$ cat config.mk
export PLATFORM = sky130hd
export DESIGN_NAME = alu_pc_sel_unit
export DESIGN_NICKNAME = d
export VERILOG_FILES = /design/src/rtl/opsel_pkg.sv /design/src/rtl/opsel_a_mux.sv /design/src/rtl/opsel_b_mux.sv /design/src/rtl/pc_next_unit.sv /design/src/rtl/alu_pc_sel_unit.sv
export SDC_FILE = /design/constraint.sdc
export NUM_CORES = 1
export LEC_CHECK = 0
export BUFFER_PORTS_ARGS = -buffer_cell sky130_fd_sc_hd__buf_4
export CORE_AREA = 8 8 107 109
export CTS_BUF_LIST = sky130_fd_sc_hd__clkbuf_4 sky130_fd_sc_hd__clkbuf_8
export DETAILED_ROUTE_END_ITERATION = 8
export DIE_AREA = 0 0 115 117
export GPL_TIMING_DRIVEN = 0
export PLACE_DENSITY = 0.82
export SKIP_LAST_GASP = 1
export SYNTH_ARGS = -nofsm -noshare
export SYNTH_HDL_FRONTEND = slang
export SYNTH_SLANG_ARGS = --single-unit
$ cat constraint.sdc
create_clock -name clk -period 1.4 [get_ports clk]
set_input_delay 0.21 -clock clk [delete_from_list [all_inputs] [get_ports clk]]
set_output_delay 0.21 -clock clk [all_outputs]
set_load 0.02 [all_outputs]
$ cat src/rtl/opsel_pkg.sv
package opsel_pkg;
   typedef enum logic {
      A_PC  = 1'b0,
      A_REG = 1'b1
   } src_a_e;

   typedef enum logic [1:0] {
      B_REG    = 2'b00,
      B_FOUR   = 2'b01,
      B_IMM    = 2'b10,
      B_IMM_SH = 2'b11
   } src_b_e;

   typedef enum logic [1:0] {
      PC_ALU    = 2'b00,
      PC_ALUOUT = 2'b01,
      PC_JUMP   = 2'b10,
      PC_RSVD   = 2'b11
   } pc_src_e;
endpackage

$ cat src/rtl/opsel_a_mux.sv
module opsel_a_mux #(
   parameter int XLEN = 32
) (
   input  logic            clk,
   input  logic            rst,
   input  logic            sel_a,
   input  logic [XLEN-1:0] pc_q,
   input  logic [XLEN-1:0] reg_a,
   output logic [XLEN-1:0] op_a
);
   import opsel_pkg::*;

   if (XLEN < 2) begin : g_bad_xlen
      $error("opsel_a_mux: XLEN too small");
   end

   always_comb begin
      unique case (src_a_e'(sel_a))
         A_PC:    op_a = pc_q;
         default: op_a = reg_a;
      endcase
   end

   // a register-sourced operand never changes while its source is held
   p_a_follow_r1: assert property (@(posedge clk) disable iff (rst)
      (sel_a && $past(sel_a) && $stable(reg_a)) |-> $stable(op_a));
endmodule

$ cat src/rtl/opsel_b_mux.sv
module opsel_b_mux #(
   parameter int XLEN   = 32,
   parameter int IMM_W  = 16,
   parameter int SHIFT  = 2,
   parameter int STRIDE = 4
) (
   input  logic             clk,
   input  logic             rst,
   input  logic [1:0]       sel_b,
   input  logic [XLEN-1:0]  reg_b,
   input  logic [IMM_W-1:0] imm,
   output logic [XLEN-1:0]  op_b
);
   import opsel_pkg::*;

   localparam int EXT_W = XLEN - IMM_W;

   if (XLEN <= IMM_W + SHIFT) begin : g_bad_width
      $error("opsel_b_mux: XLEN must exceed IMM_W + SHIFT");
   end
   if (STRIDE != (1 << SHIFT)) begin : g_bad_stride
      $error("opsel_b_mux: STRIDE must equal 2**SHIFT");
   end

   logic [XLEN-1:0] imm_ext;
   logic [XLEN-1:0] imm_scaled;

   assign imm_ext = {{EXT_W{imm[IMM_W-1]}}, imm};

   if (SHIFT == 0) begin : g_noshift
      assign imm_scaled = imm_ext;
   end else begin : g_shift
      assign imm_scaled = {imm_ext[XLEN-1-SHIFT:0], {SHIFT{1'b0}}};
   end

   always_comb begin
      unique case (src_b_e'(sel_b))
         B_REG:    op_b = reg_b;
         B_FOUR:   op_b = XLEN'(STRIDE);
         B_IMM:    op_b = imm_ext;
         default:  op_b = imm_scaled;
      endcase
   end

   // every upper bit carries the immediate's sign
   p_sign_fill_r3: assert property (@(posedge clk) disable iff (rst)
      (sel_b == B_IMM) |->
         (op_b[XLEN-1:IMM_W] == {EXT_W{imm[IMM_W-1]}}) && (op_b[IMM_W-1:0] == imm));
   // the scaled immediate is a multiple of the stride and keeps the sign
   p_scaled_r4: assert property (@(posedge clk) disable iff (rst)
      (sel_b == B_IMM_SH) |->
         (op_b[SHIFT-1:0] == '0) && (op_b[XLEN-1] == imm[IMM_W-1]));
endmodule

$ cat src/rtl/pc_next_unit.sv
module pc_next_unit #(
   parameter int              XLEN     = 32,
   parameter int              JIDX_W   = 26,
   parameter int              SHIFT    = 2,
   parameter logic [XLEN-1:0] RESET_PC = '0
) (
   input  logic              clk,
   input  logic              rst,
   input  logic [1:0]        pc_src,
   input  logic              pc_wr,
   input  logic              pc_wr_cond,
   input  logic              alu_zero,
   input  logic [JIDX_W-1:0] jidx,
   input  logic [XLEN-1:0]   alu_result,
   input  logic [XLEN-1:0]   alu_out_q,
   output logic [XLEN-1:0]   jump_tgt,
   output logic              pc_load,
   output logic [XLEN-1:0]   pc_q
);
   import opsel_pkg::*;

   localparam int HI_W = XLEN - JIDX_W - SHIFT;

   if (HI_W < 1) begin : g_bad_jidx
      $error("pc_next_unit: jump index leaves no upper counter bits");
   end

   logic [XLEN-1:0] pc_d;
   logic            take;

   assign jump_tgt = {pc_q[XLEN-1 -: HI_W], jidx, {SHIFT{1'b0}}};
   assign pc_load  = pc_wr | (pc_wr_cond & alu_zero);

   always_comb begin
      take = pc_load;
      pc_d = pc_q;
      unique case (pc_src_e'(pc_src))
         PC_ALU:    pc_d = alu_result;
         PC_ALUOUT: pc_d = alu_out_q;
         PC_JUMP:   pc_d = jump_tgt;
         default:   take = 1'b0;
      endcase
   end

   always_ff @(posedge clk) begin
      if (rst)       pc_q <= RESET_PC;
      else if (take) pc_q <= pc_d;
   end

   // reset sets the counter regardless of any write request
   p_reset_r10: assert property (@(posedge clk) rst |=> (pc_q == RESET_PC));
   // no load means no change
   p_hold_r9: assert property (@(posedge clk) disable iff (rst)
      !pc_load |=> $stable(pc_q));
   // reserved source never moves the counter
   p_rsvd_r8: assert property (@(posedge clk) disable iff (rst)
      (pc_load && pc_src == PC_RSVD) |=> $stable(pc_q));
   // each source lands in the counter one edge later
   p_from_alu_r7: assert property (@(posedge clk) disable iff (rst)
      (pc_load && pc_src == PC_ALU) |=> (pc_q == $past(alu_result)));
   p_from_out_r7: assert property (@(posedge clk) disable iff (rst)
      (pc_load && pc_src == PC_ALUOUT) |=> (pc_q == $past(alu_out_q)));
   // a failed condition with no unconditional request gives no load
   p_cond_gate_r6: assert property (@(posedge clk) disable iff (rst)
      (!pc_wr && !(pc_wr_cond && alu_zero)) |-> !pc_load);
   // the target's upper bits track the counter register
   p_jump_hi_r5: assert property (@(posedge clk) disable iff (rst)
      (jump_tgt[XLEN-1 -: HI_W] == pc_q[XLEN-1 -: HI_W]) && (jump_tgt[SHIFT-1:0] == '0));
endmodule

$ cat src/rtl/alu_pc_sel_unit.sv
module alu_pc_sel_unit #(
   parameter int              XLEN     = 32,
   parameter int              IMM_W    = 16,
   parameter int              JIDX_W   = 26,
   parameter int              SHIFT    = 2,
   parameter logic [XLEN-1:0] RESET_PC = '0
) (
   input  logic              clk,
   input  logic              rst,
   input  logic              sel_a,
   input  logic [1:0]        sel_b,
   input  logic [1:0]        pc_src,
   input  logic              pc_wr,
   input  logic              pc_wr_cond,
   input  logic              alu_zero,
   input  logic [XLEN-1:0]   reg_a,
   input  logic [XLEN-1:0]   reg_b,
   input  logic [JIDX_W-1:0] ir_field,
   input  logic [XLEN-1:0]   alu_result,
   input  logic [XLEN-1:0]   alu_out_q,
   output logic [XLEN-1:0]   op_a,
   output logic [XLEN-1:0]   op_b,
   output logic [XLEN-1:0]   jump_tgt,
   output logic              pc_load,
   output logic [XLEN-1:0]   pc_q
);
   localparam int STRIDE = 1 << SHIFT;

   if (JIDX_W < IMM_W) begin : g_bad_field
      $error("alu_pc_sel_unit: immediate must fit inside the jump index");
   end

   opsel_a_mux #(.XLEN(XLEN)) u_amux (
      .clk(clk), .rst(rst), .sel_a(sel_a), .pc_q(pc_q), .reg_a(reg_a), .op_a(op_a)
   );

   opsel_b_mux #(.XLEN(XLEN), .IMM_W(IMM_W), .SHIFT(SHIFT), .STRIDE(STRIDE)) u_bmux (
      .clk(clk), .rst(rst), .sel_b(sel_b), .reg_b(reg_b),
      .imm(ir_field[IMM_W-1:0]), .op_b(op_b)
   );

   pc_next_unit #(.XLEN(XLEN), .JIDX_W(JIDX_W), .SHIFT(SHIFT), .RESET_PC(RESET_PC)) u_pc (
      .clk(clk), .rst(rst), .pc_src(pc_src), .pc_wr(pc_wr), .pc_wr_cond(pc_wr_cond),
      .alu_zero(alu_zero), .jidx(ir_field), .alu_result(alu_result),
      .alu_out_q(alu_out_q), .jump_tgt(jump_tgt), .pc_load(pc_load), .pc_q(pc_q)
   );
endmodule

# After elaboration in Yosys (flattened, before gate mapping)
# Index checks and enable logic that the tools add are counted.
# classes
eq_ne	4
n_mux	4
bitwise_logic	3
n_reduce_logical	7
# op_table
operator	n
$pmux W32 S3	2
$mux W32	1
$eq A2 B1 Y1 const B	2
$eq A2 B2 Y1 const B	2
$logic_not A2 Y1	2
$reduce_and A3 Y1	1
$reduce_bool A3 Y1	1
$reduce_or A3 Y1	1
$reduce_and A2 Y1	1
$reduce_bool A2 Y1	1
$and A1 B1 Y1	1
$mux W1	1
$not A1 Y1	1
$or A1 B1 Y1	1
# word_totals
regBits	32
input_bits	164
output_inout_bits	129

# Depth between registers and ports, before layout
# Gate-level depths: netlist of run 1.
# logic_depth
ltp_word	4
mapped_depth	7
depth_no_buf	5

# Modules after synthesis
# From an unflattened synthesis of run 1, not the netlist that was laid out.
# unflattened
cells_unflattened	321
area_unflattened_um2	3011.6
# by_module_without_submodules
mod	n_inst	cells_each	area_per_inst_um2
pc_next_unit	1	224	1928.1
opsel_a_mux	1	36	544.3
opsel_b_mux	1	61	539.3

# Worst setup path before layout of run 1
# Ideal clock, no wire load.
# synth_path
kind	input to output
start	input port sel_b[1]
end	output port op_b[15]
t_arrival_ps	1217
required_ps	1190
slack_ps	-27
stages	5
path_cell_list	buf_2 > and2_1 > buf_2 > a21oi_1 > o21ai_0
# synth_between
elab_chain_cells	2
elab_cells_between_ends	4
cone_classes	eq/ne: 2; mux: 1; reduce/logical: 1
# synth_lines
element	line_no	text
start: declaration	alu_pc_sel_unit.sv:11	input logic [1:0] sel_b,
$eq A2 B2 Y1 (tied with other cells)	opsel_b_mux.sv:37	unique case (src_b_e'(sel_b))
$pmux W32 S3 (*)	opsel_b_mux.sv:37	
end: declaration	alu_pc_sel_unit.sv:22	output logic [XLEN-1:0] op_b,
# Mark *: on every way between the ends. The rest lies on a longest branch, timed or not.

# Worst setup path after layout of run 1
# layout_path
start	input port sel_b[1]
end	output port op_b[21]
# The elaborated chain is that of the path after synthesis.

==> flow_metrics.env, run 1 <==
export IMPL_status="finished, violations left"
export IMPL_failed_checks="negative setup slack"
export IMPL_cp_end_kind="output port"
export IMPL_yosysSeqAreaShare_pct=23.0
export IMPL_io_pins=293
export IMPL_async_flop_share_pct=0
export IMPL_cp_depth=6
export IMPL_stdcell_area_sq_mm=0.00528
export IMPL_post_cts_setup_buffers=0
export IMPL_multi_input_area_sq_mm=0.00174
export IMPL_finalHoldViolCount=0
export IMPL_netlist_area_sq_mm=0.00279
export IMPL_reg2reg_depth=2
export IMPL_maxCapViolCount=0
export IMPL_vias=3757
export IMPL_n_fill_cell=936
export IMPL_ys_flop_type="dfxtp_1"
export IMPL_r2r_slack_ns=0.58
export IMPL_finalSetupViolations=1
export IMPL_crit_start="sel_b[1]"
export IMPL_min_path_type="input port to flop"
export IMPL_cp_start_kind="input port"
export IMPL_finalMaxSlewViolations=0
export IMPL_rsz0062_at_grt="true"
export IMPL_synth_avg_cell_area_sq_um=8.24
export IMPL_cts_tree="yes"
export IMPL_whs_path_depth=3
export IMPL_worst_path_buf_inv=4
export IMPL_initial_utilization_pct=28.1
export IMPL_critPathSlowestCell="buf_4"
export IMPL_ant_nets=0
export IMPL_post_synth_top_area_cell="dfxtp_1"
export IMPL_via_per_inst=4.89
export IMPL_r2r_end="u_pc.pc_q[28]"
export IMPL_top_register="u_pc.pc_q"
export IMPL_grt_usage_pct=21.2
export IMPL_port_buffers=287
export IMPL_die_h_um=117
export IMPL_min_period_ns=1.40
export IMPL_cts_buffers=5
export IMPL_drt_iter0_drc=190
export IMPL_dp_hpwl_um=13000
export IMPL_powerDensity_mw_per_mm2=767
export IMPL_drive_gt1_share_pct=63.4
export IMPL_grt_antenna_before_repair=0
export IMPL_top_regs="u_pc.pc_q (32)"
export IMPL_fin_skew_ns=0
export IMPL_critPathKind="input port to output port"
export IMPL_arrival_ns=1.19
export IMPL_wl_per_cell_um=20.2
export IMPL_fin_ws_ns=-0.00376
export IMPL_yosys_top_cells_area="dfxtp_1 23%, mux2_2 12%, buf_4 8.9%, a22oi_1 7.0%, a22o_1 6.6%"
export IMPL_min_to="u_pc.pc_q[29]"
export IMPL_drt_pass1_iter_count=6
export IMPL_die_w_um=115
export IMPL_rows=37
export IMPL_hold_buffers=0
export IMPL_ys_types=34
export IMPL_clkTransAtPathRegs_ns=0.07
export IMPL_largest_reg_flops=32
export IMPL_yosysTopAreaCellShare_pct=23.0
export IMPL_path_cells="buf_4 -> buf_6 -> nor2_2 -> buf_4 -> a21o_1 -> buf_4"
export IMPL_p_leak_uw=0.00279
export IMPL_synth_seq_cells=32
export IMPL_cts_root_buffer="clkbuf_8"
export IMPL_final_cell_mix="325 x buf_4, 32 x dfxtp_1, 31 x a21oi_1"
export IMPL_grt_max_degree=11
export IMPL_nets=799
export IMPL_synth_edf_count=0
export IMPL_placed_area_sq_mm=0.00511
export IMPL_synthCells=338
export IMPL_ctsHtreeMaxLevel=2
export IMPL_drc_errors=0
export IMPL_clk_latency_ns=0.28
export IMPL_synthToLayoutAreaGrowth_pct=89.5
export IMPL_mostFrequentLayoutCell="buf_4"
export IMPL_yosys_warnings=0
export IMPL_cpMostUsedCell="buf_4"
export IMPL_rr_startpoint="u_pc.pc_q[28]"
export IMPL_coreArea_sq_mm=0.00991
export IMPL_fin_crit_sh_pct=100
export IMPL_grt_pass1_wl_um=22200
export IMPL_grt_pass1_vias=4101
export IMPL_diodes=0
export IMPL_wl_um=15500
export IMPL_max_freq_mhz=712
export IMPL_ir_drop_uv=391
export IMPL_dieArea_sq_mm=0.0135
export IMPL_ctsLongestPathBuffers=2
export IMPL_post_place_ws_ns=-0.396
export IMPL_min_from="alu_out_q[29]"
export IMPL_critPathTopFamily="buffers and inverters"
export IMPL_ff_latch_area_sq_um=641
export IMPL_slowest_delay_ns=0.22
export IMPL_crit_required_ns=1.19
export IMPL_finalWeightedCongestion=0.920
export IMPL_overflow=0
export IMPL_numClockSinks=32
export IMPL_crit_fanout=10
-- logic make-up (layout without fill, tap and decap cells) --
group | Yosys count | count (layout) | synth area share [%]
flip-flops | 32 | 32 | 23.0
AO/OA/AOI/OAI | 126 | 126 | 32.1
multiplexers | 46 | 46 | 18.0
other | 1 | 2 | 0.135
adder cells (fa/ha/maj) | 4 | 4 | 1.80
buffers and inverters | 68 | 361 | 15.2
AND/OR/NAND/NOR | 61 | 61 | 9.79
-- area by class of cell --
| class | count | area share [%] |
|---|---|---|
| Buffer | 60 | 8.27 |
| Tap cell | 136 | 3.22 |
| Timing Repair Buffer | 287 | 40.8 |
| Clock inverter | 2 | 0.663 |
| Clock buffer | 6 | 1.45 |
| Multi-Input combinational cell | 239 | 33.0 |
| Inverter | 6 | 0.474 |
| Sequential cell | 32 | 12.1 |
-- worst max-delay path by stage --
stage	to
floorplan	op_b[10]
global placement	u_pc.pc_q[15]
detailed placement	u_pc.pc_q[15]
CTS	op_b[21]
global route	op_b[22]
finish	op_b[21]
-- synth_stat cells, types with 2 or more instances --
cell type  count
nor3_1         2
a2111oi_0      2
clkbuf_1       5
nand2_1       18
and2_1         2
a21oi_4        2
buf_2         22
nor2b_1        3
inv_1          4
a21oi_1       31
nor2_1        29
a21o_1        15
a31oi_1        4
mux2_2        30
buf_6          2
a22o_1        21
mux2i_1       14
ha_1           4
mux2_1         2
o21ai_0       14
a22oi_1       26
buf_4         33
nand2b_1       4
dfxtp_1       32
a311oi_1       4
a22o_2         5
-- power by group --
| group | leakage (uW) | switching (uW) | internal (uW) |
|---|---|---|---|
| combinational | 0.00246 | 1030 | 1030 |
| clock | 0.0000586 | 377 | 548 |
| sequential | 0.000263 | 74.9 | 993 |
-- repair_timing --
| item | 4_1_cts | 5_1_grt |
|---|---|---|
| cloned | 0 | 0 |
| pin swaps | 0 | 0 |
| gates resized for setup | 19 | 11 |
| setup endpoints to repair | 66 | 40 |
| endpoints found under the hold margin | 0 | 0 |
-- per-layer routing --
layer / GRT usage (%) / wire length, um / vias to the layer above
met5: 0 / 0 / -
met4: 7.27 / 361 / 0
met3: 4.72 / 1270 / 27
met2: 40.0 / 8040 / 193
met1: 22.8 / 5810 / 1750
li1: - / - / 1787
-- through the flow --
| stage | power, uW | instances | TNS (ns) | util, % | hold WS (ns) |
|---|---|---|---|---|---|
| final | 4050 | 768 | -0.00376 | 53.3 | 0.213 |
| after floorplan | 2090 | 339 | 0 | - | 0.374 |
| after global routing | 4230 | 768 | -0.255 | 53.3 | 0.225 |
| after CTS | 4060 | 768 | 0 | 53.1 | 0.197 |
| after global placement | 3080 | 762 | -12.94 | 51.6 | 0.489 |
| after detailed placement | 3120 | 762 | -15.83 | 51.6 | 0.495 |
-- worst min-delay path, stage by stage --
cell,delay (ns)
buf_4,0.11
nand2_1,0.05
a311oi_1,0.08
(Power assumes the default switching activity.)
==> inputs of run 2 (changes only) <==
--- a/config.mk
+++ b/config.mk
@@ -11,7 +11,7 @@
 export DETAILED_ROUTE_END_ITERATION = 8
 export DIE_AREA = 0 0 115 117
 export GPL_TIMING_DRIVEN = 0
-export PLACE_DENSITY = 0.82
+export PLACE_DENSITY_LB_ADDON = 0.2
 export SKIP_LAST_GASP = 1
 export SYNTH_ARGS = -nofsm -noshare
 export SYNTH_HDL_FRONTEND = slang
==> flow_metrics.env, run 2 (synthesis gave the netlist of run 1 again) <==
export IMPL_status="completed"
export IMPL_grt_usage_pct=20.2
export IMPL_grt_max_degree=12
export IMPL_die_w_um=115
export IMPL_wl_um=14400
export IMPL_fin_skew_ns=0
export IMPL_largest_reg_flops=32
export IMPL_critPathTopFamily="buffers and inverters"
export IMPL_reg2reg_depth=2
export IMPL_min_path_type="input port to flop"
export IMPL_die_h_um=117
export IMPL_finalWeightedCongestion=0.803
export IMPL_initial_utilization_pct=28.1
export IMPL_top_regs="u_pc.pc_q (32)"
export IMPL_synthToLayoutAreaGrowth_pct=90.3
export IMPL_crit_required_ns=1.19
export IMPL_drt_iter0_drc=155
export IMPL_maxCapViolCount=0
export IMPL_min_period_ns=1.34
export IMPL_numClockSinks=32
export IMPL_port_buffers=287
export IMPL_final_util_pct=53.5
export IMPL_worst_path_buf_inv=4
export IMPL_io_pins=293
export IMPL_cp_endpoint="op_b[12]"
export IMPL_powerDensity_mw_per_mm2=751
export IMPL_cpMostUsedCell="buf_4"
export IMPL_ctsLongestPathBuffers=2
export IMPL_final_cell_mix="324 x buf_4, 32 x dfxtp_1, 31 x a21oi_1"
export IMPL_crit_fanout=10
export IMPL_drive_gt1_share_pct=63.6
export IMPL_via_per_inst=4.80
export IMPL_drc_errors=0
export IMPL_finalHoldViolCount=0
export IMPL_cp_end_kind="output port"
export IMPL_grt_pass1_wl_um=21300
export IMPL_diodes=0
export IMPL_finalSetupViolations=0
export IMPL_cp_depth=6
export IMPL_grt_antenna_before_repair=0
export IMPL_max_freq_mhz=745
export IMPL_ant_nets=0
export IMPL_rsz0062_at_grt="true"
export IMPL_nets=799
export IMPL_dieArea_sq_mm=0.0135
export IMPL_cp_start_kind="input port"
export IMPL_clk_latency_ns=0.28
export IMPL_vias=3688
export IMPL_setup_tns_ns=0
export IMPL_fin_crit_sh_pct=95.9
export IMPL_wl_per_cell_um=18.8
export IMPL_grt_pass1_vias=3818
export IMPL_cts_tree="yes"
export IMPL_ir_drop_uv=514
export IMPL_n_fill_cell=969
export IMPL_hold_buffers=0
export IMPL_top_register="u_pc.pc_q"
export IMPL_slowest_delay_ns=0.20
export IMPL_r2r_end="u_pc.pc_q[28]"
export IMPL_critPathKind="input port to output port"
export IMPL_clkTransAtPathRegs_ns=0.07
export IMPL_cts_root_buffer="clkbuf_8"
export IMPL_coreArea_sq_mm=0.00991
export IMPL_critPathSlowestCell="mux2i_1"
export IMPL_dp_hpwl_um=12100
export IMPL_crit_start="sel_b[1]"
export IMPL_r2r_slack_ns=0.60
export IMPL_mostFrequentLayoutCell="buf_4"
export IMPL_ctsHtreeMaxLevel=2
export IMPL_rows=37
export IMPL_rr_startpoint="u_pc.pc_q[28]"
export IMPL_finalMaxSlewViolations=0
export IMPL_overflow=0
export IMPL_cts_buffers=5
export IMPL_arrival_ns=1.13
export IMPL_p_leak_uw=0.00278
export IMPL_path_cells="buf_4 -> buf_6 -> buf_8 -> mux2i_1 -> o21ai_0 -> buf_4"
export IMPL_drt_pass1_iter_count=4
==> run 2: power breakdown <==
group | internal [uW] | switching, uW
logic | 1030 | 995
clock network | 527 | 363
registers | 993 | 71.9
total | 2550 | 1430
==> run 2: layer usage <==
metal	vias up	track usage, %	share of wire, %
met3	12	5.95	7.9
met4	0	4.55	1.3
met5	-	0	0
li1	1788	-	-
met1	1735	22.5	38
met2	153	37.2	52
==> run 2: stage by stage <==
step                      area, sq um  cells  total power, uW  worst slack (ns)  hold WS [ns]
after detailed placement         5110    762             3090            -0.375         0.496
after global routing             5300    768             4200          -0.00272         0.218
after CTS                        5260    768             4010           -0.0258         0.203
after global placement           5110    762             3060            -0.355         0.488
after floorplan                  2790    339             2090          0.000744         0.374
final                            5300    768             3980            0.0574         0.209
==> run 2: layout make-up <==
cell class                      instances  area, sq um  share of cell area, %
Sequential cell                        32          641                   12.1
Multi-Input combinational cell        239         1760                   33.2
Buffer                                 60          440                   8.31
Clock inverter                          3         42.5                  0.802
Inverter                                6         25.0                  0.472
Clock buffer                            5         68.8                   1.30
Timing Repair Buffer                  287         2150                   40.6
Tap cell                              136          170                   3.21
==> run 2: repair_timing <==
action	in CTS	in global routing
setup buffers	0	0
gates resized for setup	17	17
hold endpoints to repair	0	0
pin swaps	0	0
endpoints found under the setup margin	76	45
==> run 2: worst min-delay path by stage <==
stage	cells past startpoint	slack, ns	from	endpoint
global route	3	0.22	alu_out_q[29]	u_pc.pc_q[29]
detailed placement	1	0.50	u_pc.pc_q[25]	u_pc.pc_q[25]
global placement	1	0.49	u_pc.pc_q[4]	u_pc.pc_q[4]
floorplan	2	0.37	alu_out_q[28]	u_pc.pc_q[28]
CTS	3	0.20	alu_out_q[29]	u_pc.pc_q[29]
finish	3	0.21	alu_out_q[30]	u_pc.pc_q[30]
==> run 2: worst min-delay path, stage by stage <==
cell and delay (ns):
buf_4 0.11, nand2_1 0.05, a311oi_1 0.08
